### config.mk
export PLATFORM = sky130hd
export DESIGN_NAME = can_dom_guard
export DESIGN_NICKNAME = d
export VERILOG_FILES = /design/src/rtl/can_guard_pkg.sv /design/src/rtl/can_guard_sync.sv /design/src/rtl/can_guard_edge.sv /design/src/rtl/can_guard_timer.sv /design/src/rtl/can_guard_fault.sv /design/src/rtl/can_dom_guard.sv
export SDC_FILE = /design/constraint.sdc
export NUM_CORES = 1
export LEC_CHECK = 0
export ABC_CLOCK_PERIOD_IN_PS = 2100
export BUFFER_PORTS_ARGS = -buffer_cell sky130_fd_sc_hd__buf_2
export CORE_AREA = 2 2 51 53
export DETAILED_ROUTE_END_ITERATION = 10
export DIE_AREA = 0 0 53 55
export GPL_TIMING_DRIVEN = 0
export HOLD_SLACK_MARGIN = 0.1
export PLACE_DENSITY = 0.72
export SYNTH_ARGS = -nofsm -noshare
export SYNTH_HDL_FRONTEND = slang
export SYNTH_HIERARCHICAL = 1
export SYNTH_SLANG_ARGS = --single-unit
export TNS_END_PERCENT = 5
### constraint.sdc
create_clock -name clk -period 2.1 [get_ports clk]
set_clock_uncertainty 0.15 [all_clocks]
set_input_delay 0.315 -clock clk [delete_from_list [all_inputs] [get_ports clk]]
set_output_delay 0.315 -clock clk [all_outputs]
set_load 0.005 [all_outputs]
### src/rtl/can_guard_pkg.sv
// Package: shared types and sizing helpers for the dominant timeout guard.
// Assumes: integer clock and bit-rate values, with clk_hz >= min_bps.
package can_guard_pkg;

    // Timer state: idle, counting a dominant run, or tripped (driver off).
    typedef enum logic [1:0] {
        TMR_IDLE = 2'd0,
        TMR_RUN  = 2'd1,
        TMR_TRIP = 2'd2
    } tmr_state_e;

    // Clock cycles that span a given number of bit times at the slowest bit rate.
    function automatic int unsigned timeout_cycles(input int unsigned clk_hz,
                                                   input int unsigned min_bps,
                                                   input int unsigned bits);
        return (clk_hz / min_bps) * bits;
    endfunction

endpackage

### src/rtl/can_guard_sync.sv
// Module: multi-stage synchronizer for the asynchronous transmit input.
// Assumes: STAGES >= 2. All flops reset to the dominant level (0), so an
// input already held dominant at reset release produces no transition.
module can_guard_sync #(
    parameter int STAGES = 2
) (
    input  logic clk,
    input  logic rst_n,
    input  logic d_i,
    output logic q_o
);

    logic [STAGES-1:0] shf_q;

    if (STAGES < 2) begin : g_bad_stages
        $error("can_guard_sync: STAGES must be at least 2");
    end

    // Shift the raw input through the synchronizer chain.
    always_ff @(posedge clk) begin : p_shift
        if (!rst_n) begin
            shf_q <= '0;
        end else begin
            shf_q <= {shf_q[STAGES-2:0], d_i};
        end
    end

    assign q_o = shf_q[STAGES-1];

endmodule

### src/rtl/can_guard_edge.sv
// Module: transition detector on the synchronized transmit level.
// Assumes: the input is already synchronous to clk. The history flop resets
// to dominant (0), matching the synchronizer reset value.
module can_guard_edge (
    input  logic clk,
    input  logic rst_n,
    input  logic lvl_i,
    output logic fall_o,
    output logic rise_o
);

    logic prev_q;

    // Remember the level from the previous cycle.
    always_ff @(posedge clk) begin : p_hist
        if (!rst_n) begin
            prev_q <= 1'b0;
        end else begin
            prev_q <= lvl_i;
        end
    end

    assign fall_o = prev_q & ~lvl_i;
    assign rise_o = ~prev_q & lvl_i;

endmodule

### src/rtl/can_guard_timer.sv
// Module: dominant-run timer. It starts on a fall, counts up to LIMIT and
// saturates there in the tripped state. A rise returns it to idle.
// Assumes: LIMIT >= 1. A fall and a rise never occur in the same cycle.
module can_guard_timer
    import can_guard_pkg::*;
#(
    parameter int LIMIT = 4,
    parameter int CNT_W = 3
) (
    input  logic             clk,
    input  logic             rst_n,
    input  logic             fall_i,
    input  logic             rise_i,
    output logic             trip_o,
    output logic [CNT_W-1:0] cnt_o
);

    localparam logic [CNT_W-1:0] LIM_M1 = CNT_W'(LIMIT - 1);
    localparam logic [CNT_W-1:0] ONE    = CNT_W'(1);

    tmr_state_e       st_q;
    logic [CNT_W-1:0] cnt_q;

    if (LIMIT < 1) begin : g_bad_limit
        $error("can_guard_timer: LIMIT must be nonzero");
    end

    // Advance the dominant-run counter and the trip state.
    always_ff @(posedge clk) begin : p_timer
        if (!rst_n) begin
            st_q  <= TMR_IDLE;
            cnt_q <= '0;
        end else if (rise_i) begin
            st_q  <= TMR_IDLE;
            cnt_q <= '0;
        end else begin
            case (st_q)
                TMR_IDLE: begin
                    if (fall_i) begin
                        cnt_q <= ONE;
                        st_q  <= (LIMIT == 1) ? TMR_TRIP : TMR_RUN;
                    end
                end
                TMR_RUN: begin
                    cnt_q <= cnt_q + ONE;
                    if (cnt_q == LIM_M1) begin
                        st_q <= TMR_TRIP;
                    end
                end
                TMR_TRIP: begin
                    cnt_q <= cnt_q;
                end
                default: begin
                    st_q  <= TMR_IDLE;
                    cnt_q <= '0;
                end
            endcase
        end
    end

    assign trip_o = (st_q == TMR_TRIP);
    assign cnt_o  = cnt_q;

endmodule

### src/rtl/can_guard_fault.sv
// Module: sticky fault flag. A trip sets it. A clear pulse resets it only
// while the guard is not tripped.
// Assumes: clr_i is a synchronous pulse.
module can_guard_fault (
    input  logic clk,
    input  logic rst_n,
    input  logic trip_i,
    input  logic clr_i,
    output logic fault_o
);

    logic flag_q;

    // Set on trip, clear on request outside a trip, hold otherwise.
    always_ff @(posedge clk) begin : p_flag
        if (!rst_n) begin
            flag_q <= 1'b0;
        end else if (trip_i) begin
            flag_q <= 1'b1;
        end else if (clr_i) begin
            flag_q <= 1'b0;
        end
    end

    assign fault_o = flag_q;

endmodule

### src/rtl/can_dom_guard.sv
// Module: CAN transmit dominant timeout guard (top).
// It watches the controller's transmit line. A dominant run that lasts longer
// than TIMEOUT_CYC clock cycles turns the transceiver driver off and forces
// the gated output recessive. The next recessive level re-enables the driver.
// Assumes: txd_in may be asynchronous to clk. 0 is dominant.
module can_dom_guard
    import can_guard_pkg::*;
#(
    parameter int CLK_HZ      = 100_000_000,
    parameter int MIN_BPS     = 40_000,
    parameter int DOM_BITS    = 17,
    parameter int SYNC_STAGES = 2,
    parameter int TIMEOUT_CYC = int'(timeout_cycles(CLK_HZ, MIN_BPS, DOM_BITS))
) (
    input  logic clk,
    input  logic rst_n,
    input  logic txd_in,
    input  logic fault_clr,
    output logic drv_en,
    output logic txd_out,
    output logic fault
);

    localparam int CNT_W = $clog2(TIMEOUT_CYC + 1);

    logic             txd_sync;
    logic             edge_fall;
    logic             edge_rise;
    logic             tmr_trip;
    logic [CNT_W-1:0] tmr_cnt;

    can_guard_sync #(
        .STAGES(SYNC_STAGES)
    ) u_sync (
        .clk   (clk),
        .rst_n (rst_n),
        .d_i   (txd_in),
        .q_o   (txd_sync)
    );

    can_guard_edge u_edge (
        .clk    (clk),
        .rst_n  (rst_n),
        .lvl_i  (txd_sync),
        .fall_o (edge_fall),
        .rise_o (edge_rise)
    );

    can_guard_timer #(
        .LIMIT (TIMEOUT_CYC),
        .CNT_W (CNT_W)
    ) u_timer (
        .clk    (clk),
        .rst_n  (rst_n),
        .fall_i (edge_fall),
        .rise_i (edge_rise),
        .trip_o (tmr_trip),
        .cnt_o  (tmr_cnt)
    );

    can_guard_fault u_fault (
        .clk     (clk),
        .rst_n   (rst_n),
        .trip_i  (tmr_trip),
        .clr_i   (fault_clr),
        .fault_o (fault)
    );

    // Driver enable and the gated transmit path (no added latency).
    assign drv_en  = ~tmr_trip;
    assign txd_out = drv_en ? txd_in : 1'b1;

endmodule

Word level (Yosys, flattened, before mapping)
Index checks and enable logic that the tools add are counted.
{"block": "totals", "ff_bits": 22, "output_inout_bits": 3}
{"block": "op_classes", "addsub": 1, "eq_ne": 5, "mux": 8, "bitwise": 6, "n_reduce_logical": 5}
{"op": "16-bit case mux with 3 select lines", "n": 1}
{"op": "16-bit by 1-bit adder with 16-bit output (second input constant)", "n": 1}
{"op": "16-bit == test (second input constant)", "n": 1}
{"op": "16-bit 2-to-1 mux", "n": 1}
{"op": "2-bit case mux with 3 select lines", "n": 1}
{"op": "2-bit 2-to-1 mux", "n": 2}
{"op": "1-bit inverter", "n": 4}
{"op": "1-bit 2-to-1 mux", "n": 3}
{"op": "3-bit AND reduction", "n": 1}
{"op": "1-bit bitwise AND", "n": 2}
{"op": "2-bit by 1-bit == test with 1-bit output (second input constant)", "n": 1}
{"op": "2-bit == test (second input constant)", "n": 1}
{"op": "2-bit logical NOT", "n": 1}
{"op": "2-bit by 1-bit inequality test with 1-bit output (second input constant)", "n": 1}
{"op": "2-bit inequality test (second input constant)", "n": 1}
{"op": "2-bit AND reduction", "n": 1}
{"op": "2-bit nonzero test", "n": 1}
{"op": "2-bit OR reduction", "n": 1}

Logic depth before layout (Yosys ltp)
Gate-level depths: netlist of run 1.
{"block": "logic_depth", "ltp_word": 4, "depth_mapped": 7, "mapped_depth_nobuf": 5}

Cells and area by module
Netlist of run 1, hierarchy kept.
{"mod": "can_guard_timer", "n_inst": 1, "cells_each": 112, "area_each_um2": 996.0, "seq_area_each_um2": 360.3}
{"mod": "can_guard_sync", "n_inst": 1, "cells_each": 4, "area_each_um2": 52.6, "seq_area_each_um2": 40.0}
{"mod": "can_guard_fault", "n_inst": 1, "cells_each": 3, "area_each_um2": 41.3, "seq_area_each_um2": 20.0}
{"mod": "can_guard_edge", "n_inst": 1, "cells_each": 4, "area_each_um2": 38.8, "seq_area_each_um2": 20.0}
{"mod": "can_dom_guard", "n_inst": 1, "cells_each": 2, "area_each_um2": 10.0, "seq_area_each_um2": 0.0}

Least setup slack after synthesis of run 1
Ideal clock, no wire load.
{"block": "synth_timing", "path_kind": "reg2reg", "start": "reg u_timer.cnt_q[0], in the netlist u_timer/cnt_o[0]", "end": "reg u_timer.cnt_q[14], in the netlist u_timer/cnt_o[14]", "setup_ps": 114, "t_arrival_ps": 1352, "required_ps": 1836, "path_slack_ps": 484, "stages_incl_launch_ff": 7, "path_buffers": 1, "period_less_slack_ps": 1616, "path_cell_list": "dfxtp_1 > ha_1 > and4_2 > buf_2 > nand4_1 > a21o_1 > a21o_1"}
{"block": "synth_via", "elab_chain_len": 2}
{"element": "start: declaration", "line": "can_guard_timer.sv:22", "source": "logic [CNT_W-1:0] cnt_q;"}
{"element": "start signal: assignment", "line": "can_guard_timer.sv:45", "source": "cnt_q <= cnt_q + ONE;"}
{"element": "start signal: assignment", "line": "can_guard_timer.sv:51", "source": "cnt_q <= cnt_q;"}
{"element": "16-bit by 1-bit adder with 16-bit output", "line": "can_guard_timer.sv:45"}
{"element": "16-bit case mux with 3 select lines", "line": "can_guard_timer.sv:37", "source": "case (st_q)"}
Every way passes these cells.
A chain may end at the register's enable or synchronous reset.

Worst setup path after layout of run 1
{"block": "layout_timing", "start": "reg u_sync.shf_q[1]", "end": "reg u_timer.cnt_q[6], in the netlist u_timer/cnt_o[6]"}
{"block": "layout_via", "elab_cells_between_ends": 6}
{"element": "start: declaration", "line": "can_guard_sync.sv:13", "source": "logic [STAGES-1:0] shf_q;"}
{"element": "start signal: assignment", "line": "can_guard_sync.sv:24", "source": "shf_q <= {shf_q[STAGES-2:0], d_i};"}
{"element": "1-bit bitwise AND", "line": "can_guard_edge.sv:24", "source": "assign rise_o = ~prev_q & lvl_i;"}
{"element": "via edge_rise", "line": "can_dom_guard.sv:28", "source": "logic edge_rise;"}
{"element": "2-bit OR reduction (no source line)"}
The timed path passes the listed nets, and every way through them passes these cells.

==> results.ini, run 1 <==
[outcome]
status=completed

[logic_synthesis]
syn_nets=130
syn_avg_cell_area_um2=9.11
synth_ff_type=dfxtp_1
synth.area.top_cells=dfxtp_1 (39%), o21ai_0 (4.4%), a32oi_1 (3.1%)
synth_warnings=6
synth_cell_types=43
ys_async_sr_fraction=0
yosysSeqAreaShare=0.387
synth_edf_count=0
yosys.area.top_type=dfxtp_1
synth_seq_cells=22
synth_top_cell_area_share=0.387
syn_area_um2=1140
syn_inst=125

[die]
fp.dieW_um=53
rows=18
die_h_um=55
core_um2=2360
start_util=0.481
dieArea_um2=2920
ios=7

[timing]
hold_viol=0
grt_setup_unrepaired=false
setup_tns_ns=0
drv_slew=0
period_needed_ns=1.81
setup_ws_ns=0.289
setup_violations=0
maxSlewHeadroom=0.727
tightest_slew_ns=0.409
fin_crit_sh=0.862
fmax_ghz=0.552

[grt]
grt_pass1_wl_mm=3.36
antenna_found_initial=0
grt_pass1_vias=842
grt_overflow_total=0
grt.total_usage=0.153
grt_max_degree=13

[pwr]
leakagePower_nw=0.479
ir_worst_vdd_mv=0.353
power_density_nw_per_um2=551

[routing]
drt-initial-drc-count=17
drc_errors=0
viasPerCell=5.87
ant_nets=0
wire_per_inst_um=12.6
dr.pass1.iters=4
drt_wl_total_mm=2.10
dr_total_vias=974

[clocking]
htreeDepth=1
clock_sinks=22
clock-root-buffer=clkbuf_4
cts_resized=0
clock_path_buffers=2
cts_tree=done
clk_pin_slew_ns=0.12
cts-buffers-inserted=3
clock_latency_ns=0.30

[layout]
area_growth_pct=10.0
postLayoutCellArea_um2=1250
multi_input_area_um2=621
final_nets=142
drive_above_1_share=0.169
nFillCells=226
register_area_um2=440
n_antenna_cell=0

[flow_run]
drv_cap=0

[setup_path]
crit_fanout=10
cp.arrival_ns=1.84
crit_path_end_kind=register
start_kind=register
critPathKind=reg2reg
required_ns=2.13

[place]
hpwl_mm=1.50
dpl_cell_area_um2=1210
place_worst_setup_slack_ns=0.317
io_buffer_count=6
routabilityCongestion=0.812

[worst_hold_path]
min_path_type=in2reg

==> where the power goes <==
part | total, W | switching (W) | leakage (nW) | internal (W)
Sequential | 0.000424 | 0.00000309 | 0.178 | 0.000421
Combinational | 0.0000363 | 0.0000199 | 0.280 | 0.0000164
Clock | 0.000229 | 0.000123 | 0.0210 | 0.000106
Total | 0.000689 | 0.000146 | 0.479 | 0.000543
==> cells by family (layout without fill, tap and decap cells) <==
family / after synthesis / in the layout / share of synthesized area
AO/OA/AOI/OAI: 32 / 32 / 0.186
AND/OR/NAND/NOR: 55 / 55 / 0.318
flip-flops: 22 / 22 / 0.387
adder cells (fa/ha/maj): 1 / 1 / 0.0110
buffers and inverters: 11 / 22 / 0.0681
XOR/XNOR: 4 / 4 / 0.0308
==> per-stage QoR <==
| stage | hold WS, ns | utilization | total power (W) | cells |
|---|---|---|---|---|
| floorplan | 0.262 | - | 0.000457 | 125 |
| global placement | 0.276 | 0.510 | 0.000467 | 161 |
| detailed placement | 0.275 | 0.510 | 0.000468 | 161 |
| CTS | 0.124 | 0.530 | 0.000697 | 166 |
| global route | 0.124 | 0.530 | 0.000716 | 166 |
| finish | 0.133 | 0.530 | 0.000689 | 166 |
==> what timing repair did <==
item / CTS / global route
endpoints found under the hold margin: 1 / 0
setup buffers: 0 / 0
hold buffers: 1 / 0
==> synthesized netlist by cell type (3+ instances only) <==
library cell   n
a21oi_1        6
nand2_1        7
nor4b_1        3
nor3b_1        3
a32oi_1        4
nor2b_1        3
dfxtp_1       22
nand3_1        6
inv_1          4
and2_1         3
o21ai_0       10
nand4_1        5
nor2_1         8
==> registers in the layout, indices dropped and copies added (netlist names) <==
signal           cells
u_fault/fault_o      1
u_edge/prev_q        1
u_timer/cnt_o       16
u_sync/shf_q         2
u_timer/st_q         2
==> routing by layer <==
metal	share of wire	vias to the layer above	GRT usage
li1	-	490	-
met1	0.49	452	0.199
met2	0.45	24	0.242
met3	0.029	8	0.0161
met4	0.027	0	0.0983
met5	0	-	0
==> worst max-delay path, stage by stage (launching register included) <==
cell      delay [ns]
dfxtp_1         0.36
nor2b_1         0.17
nand2b_1        0.12
clkbuf_1        0.28
nor3b_1         0.12
buf_4           0.19
o21ai_0         0.19
o21ai_0         0.12
==> final timing paths <==
check                             start                       endpoint  slack, ns  cells after the start
min reg2reg  u_sync/shf_q[0]$_SDFF_PN0_     u_sync/shf_q[1]$_SDFF_PN0_       0.30                      1
max reg2reg  u_sync/shf_q[1]$_SDFF_PN0_  u_timer/cnt_o[6]$_SDFFE_PP0P_       0.29                      7
max          u_sync/shf_q[1]$_SDFF_PN0_  u_timer/cnt_o[6]$_SDFFE_PP0P_       0.29                      7
min                               rst_n   u_fault/fault_o$_SDFFE_PN0P_       0.13                      2
==> cell type report <==
type	count	share of cell area
clock buffers	4	0.0290
repair buffers	7	0.0320
flip-flops and latches	22	0.352
plain buffers	7	0.0500
multi-input cells	92	0.496
inverters	4	0.0120
well taps	30	0.0300
==> cell usage in the layout (no fill, tap or decap), types with 3 or more instances in the layout <==
cell type / instances
a21oi_1: 6
a32oi_1: 4
and2_1: 3
buf_2: 7
clkbuf_4: 3
dfxtp_1: 22
inv_1: 4
nand2_1: 7
nand3_1: 6
nand4_1: 5
nor2_1: 8
nor2b_1: 3
nor3b_1: 3
nor4b_1: 3
o21ai_0: 10
Note: power is estimated with default switching activity, not from simulation.
==> run 2, diff against run 1 <==
--- a/config.mk
+++ b/config.mk
@@ -12,6 +12,7 @@
 export DIE_AREA = 0 0 53 55
 export GPL_TIMING_DRIVEN = 0
 export HOLD_SLACK_MARGIN = 0.1
+export MAX_ROUTING_LAYER = met4
 export PLACE_DENSITY = 0.72
 export SYNTH_ARGS = -nofsm -noshare
 export SYNTH_HDL_FRONTEND = slang
==> run 2 against run 1 <==
Effect of this change: clock-buffer cell count is the same; sequential share of layout area is the same; hold slack is essentially flat; die area is the same; critical path type unchanged; largest cell class unchanged.
==> results.ini, run 2 (synthesis results as in run 1) <==
[routing]
dr_total_vias=975  ; +0.10%
viasPerCell=5.87  ; +0.10%
drt-initial-drc-count=17  ; unchanged
drc_errors=0  ; unchanged
ant_nets=0  ; unchanged
drt_wl_total_mm=2.10  ; -0.14%
wire_per_inst_um=12.6  ; -0.14%
dr.pass1.iters=4  ; unchanged

[setup_path]
cp.arrival_ns=1.85  ; about the same
cp_top_family=buffers and inverters
critPathKind=reg2reg
required_ns=2.13  ; about the same
crit_fanout=10  ; unchanged
crit_path_end_kind=register
cp_cell_sequence=nor2b_1 -> nand2b_1 -> clkbuf_1 -> nor3b_1 -> buf_4 -> o21ai_0 -> o21ai_0
start_kind=register
cp_slowest_stage_delay_ns=0.36  ; about the same
slowest_stage=dfxtp_1
cpMostUsedCell=o21ai_0
worst-path-buf-inv=2  ; unchanged

[die]
die_h_um=55  ; unchanged
rows=18  ; unchanged
fp.dieW_um=53  ; unchanged
start_util=0.481  ; unchanged
core_um2=2360  ; unchanged
ios=7  ; unchanged
dieArea_um2=2920  ; unchanged

[clocking]
postCtsSetupBuffers=0  ; unchanged
clock_latency_ns=0.30  ; about the same
holdBufCountCts=1  ; unchanged
clock-root-buffer=clkbuf_4
htreeDepth=1  ; unchanged
clock_sinks=22  ; unchanged
cts-buffers-inserted=3  ; unchanged
cts_tree=done
clock_path_buffers=2  ; unchanged
cts_resized=0  ; unchanged
clk_pin_slew_ns=0.12  ; about the same

[timing]
period_needed_ns=1.82  ; +0.00531 ns
maxSlewHeadroom=0.730  ; +0.00246
fmax_ghz=0.551  ; -0.29%
drv_slew=0  ; unchanged
fin_crit_sh=0.865  ; +0.00253
hold_viol=0  ; unchanged
setup_violations=0  ; unchanged
grt_setup_unrepaired=false
tightest_slew_ns=0.406  ; -0.00369 ns
setup_tns_ns=0  ; unchanged

[layout]
mostFrequentLayoutCell=dfxtp_1
utilization=0.530  ; unchanged
n_antenna_cell=0  ; unchanged
register_area_um2=440  ; unchanged
area_growth_pct=10.0  ; unchanged
drive_above_1_share=0.169  ; unchanged
largest_reg_flops=16  ; unchanged
final_nets=142  ; unchanged
nFillCells=226  ; unchanged
multi_input_area_um2=621  ; unchanged
final_cell_mix=dfxtp_1 (22), o21ai_0 (10), nor2_1 (8)

[pwr]
power_density_nw_per_um2=551  ; about the same
ir_worst_vdd_mv=0.353  ; about the same
leakagePower_nw=0.479  ; unchanged

[outcome]
status=completed

[grt]
antenna_found_initial=0  ; unchanged
grt_pass1_vias=843  ; +0.12%
grt_overflow_total=0  ; unchanged
grt_max_degree=13  ; unchanged
grt.total_usage=0.156  ; +0.00374
grt_pass1_wl_mm=3.34  ; -0.63%

[place]
io_buffer_count=6  ; unchanged
hpwl_mm=1.50  ; unchanged
routabilityCongestion=0.824  ; +1.5%

[flow_run]
drv_cap=0  ; unchanged

[worst_hold_path]
min_path_type=in2reg

## run 2: final timing paths
kind         slack, ns                        from                             to  cells after the start
max               0.28  u_sync/shf_q[1]$_SDFF_PN0_  u_timer/cnt_o[6]$_SDFFE_PP0P_                      7
min               0.13                       rst_n   u_fault/fault_o$_SDFFE_PN0P_                      2
max reg2reg       0.28  u_sync/shf_q[1]$_SDFF_PN0_  u_timer/cnt_o[6]$_SDFFE_PP0P_                      7
min reg2reg       0.30  u_sync/shf_q[0]$_SDFF_PN0_     u_sync/shf_q[1]$_SDFF_PN0_                      1
## run 2: report_power, final
part | internal, W | total, W | switching, W
clock network | 0.000106 | 0.000229 | 0.000124
logic | 0.0000164 | 0.0000363 | 0.0000199
registers | 0.000421 | 0.000424 | 0.00000308
total | 0.000543 | 0.000690 | 0.000147
## run 2: metal layers
metal / wire length [um] / up-vias / track usage
met5: 0 / - / -
met4: 57 / 0 / 0.0983
met3: 53 / 8 / 0.0161
met2: 954 / 22 / 0.242
met1: 1030 / 455 / 0.197
li1: - / 490 / -
## run 2: per-stage QoR
stage,cell area (um^2),cells,setup WS [ns],total power [W],hold slack (ns)
global placement,1210,161,0.372,0.000467,0.276
CTS,1250,166,0.301,0.000697,0.124
global route,1250,166,0.156,0.000716,0.124
floorplan,1140,125,0.484,0.000457,0.262
detailed placement,1210,161,0.317,0.000468,0.275
finish,1250,166,0.284,0.000690,0.133
## run 2: final cells by class
cell class              count  share of cell area
plain buffers               7              0.0500
multi-input cells          92               0.496
inverters                   4              0.0120
clock buffers               4              0.0290
repair buffers              7              0.0320
well taps                  30              0.0300
flip-flops and latches     22               0.352
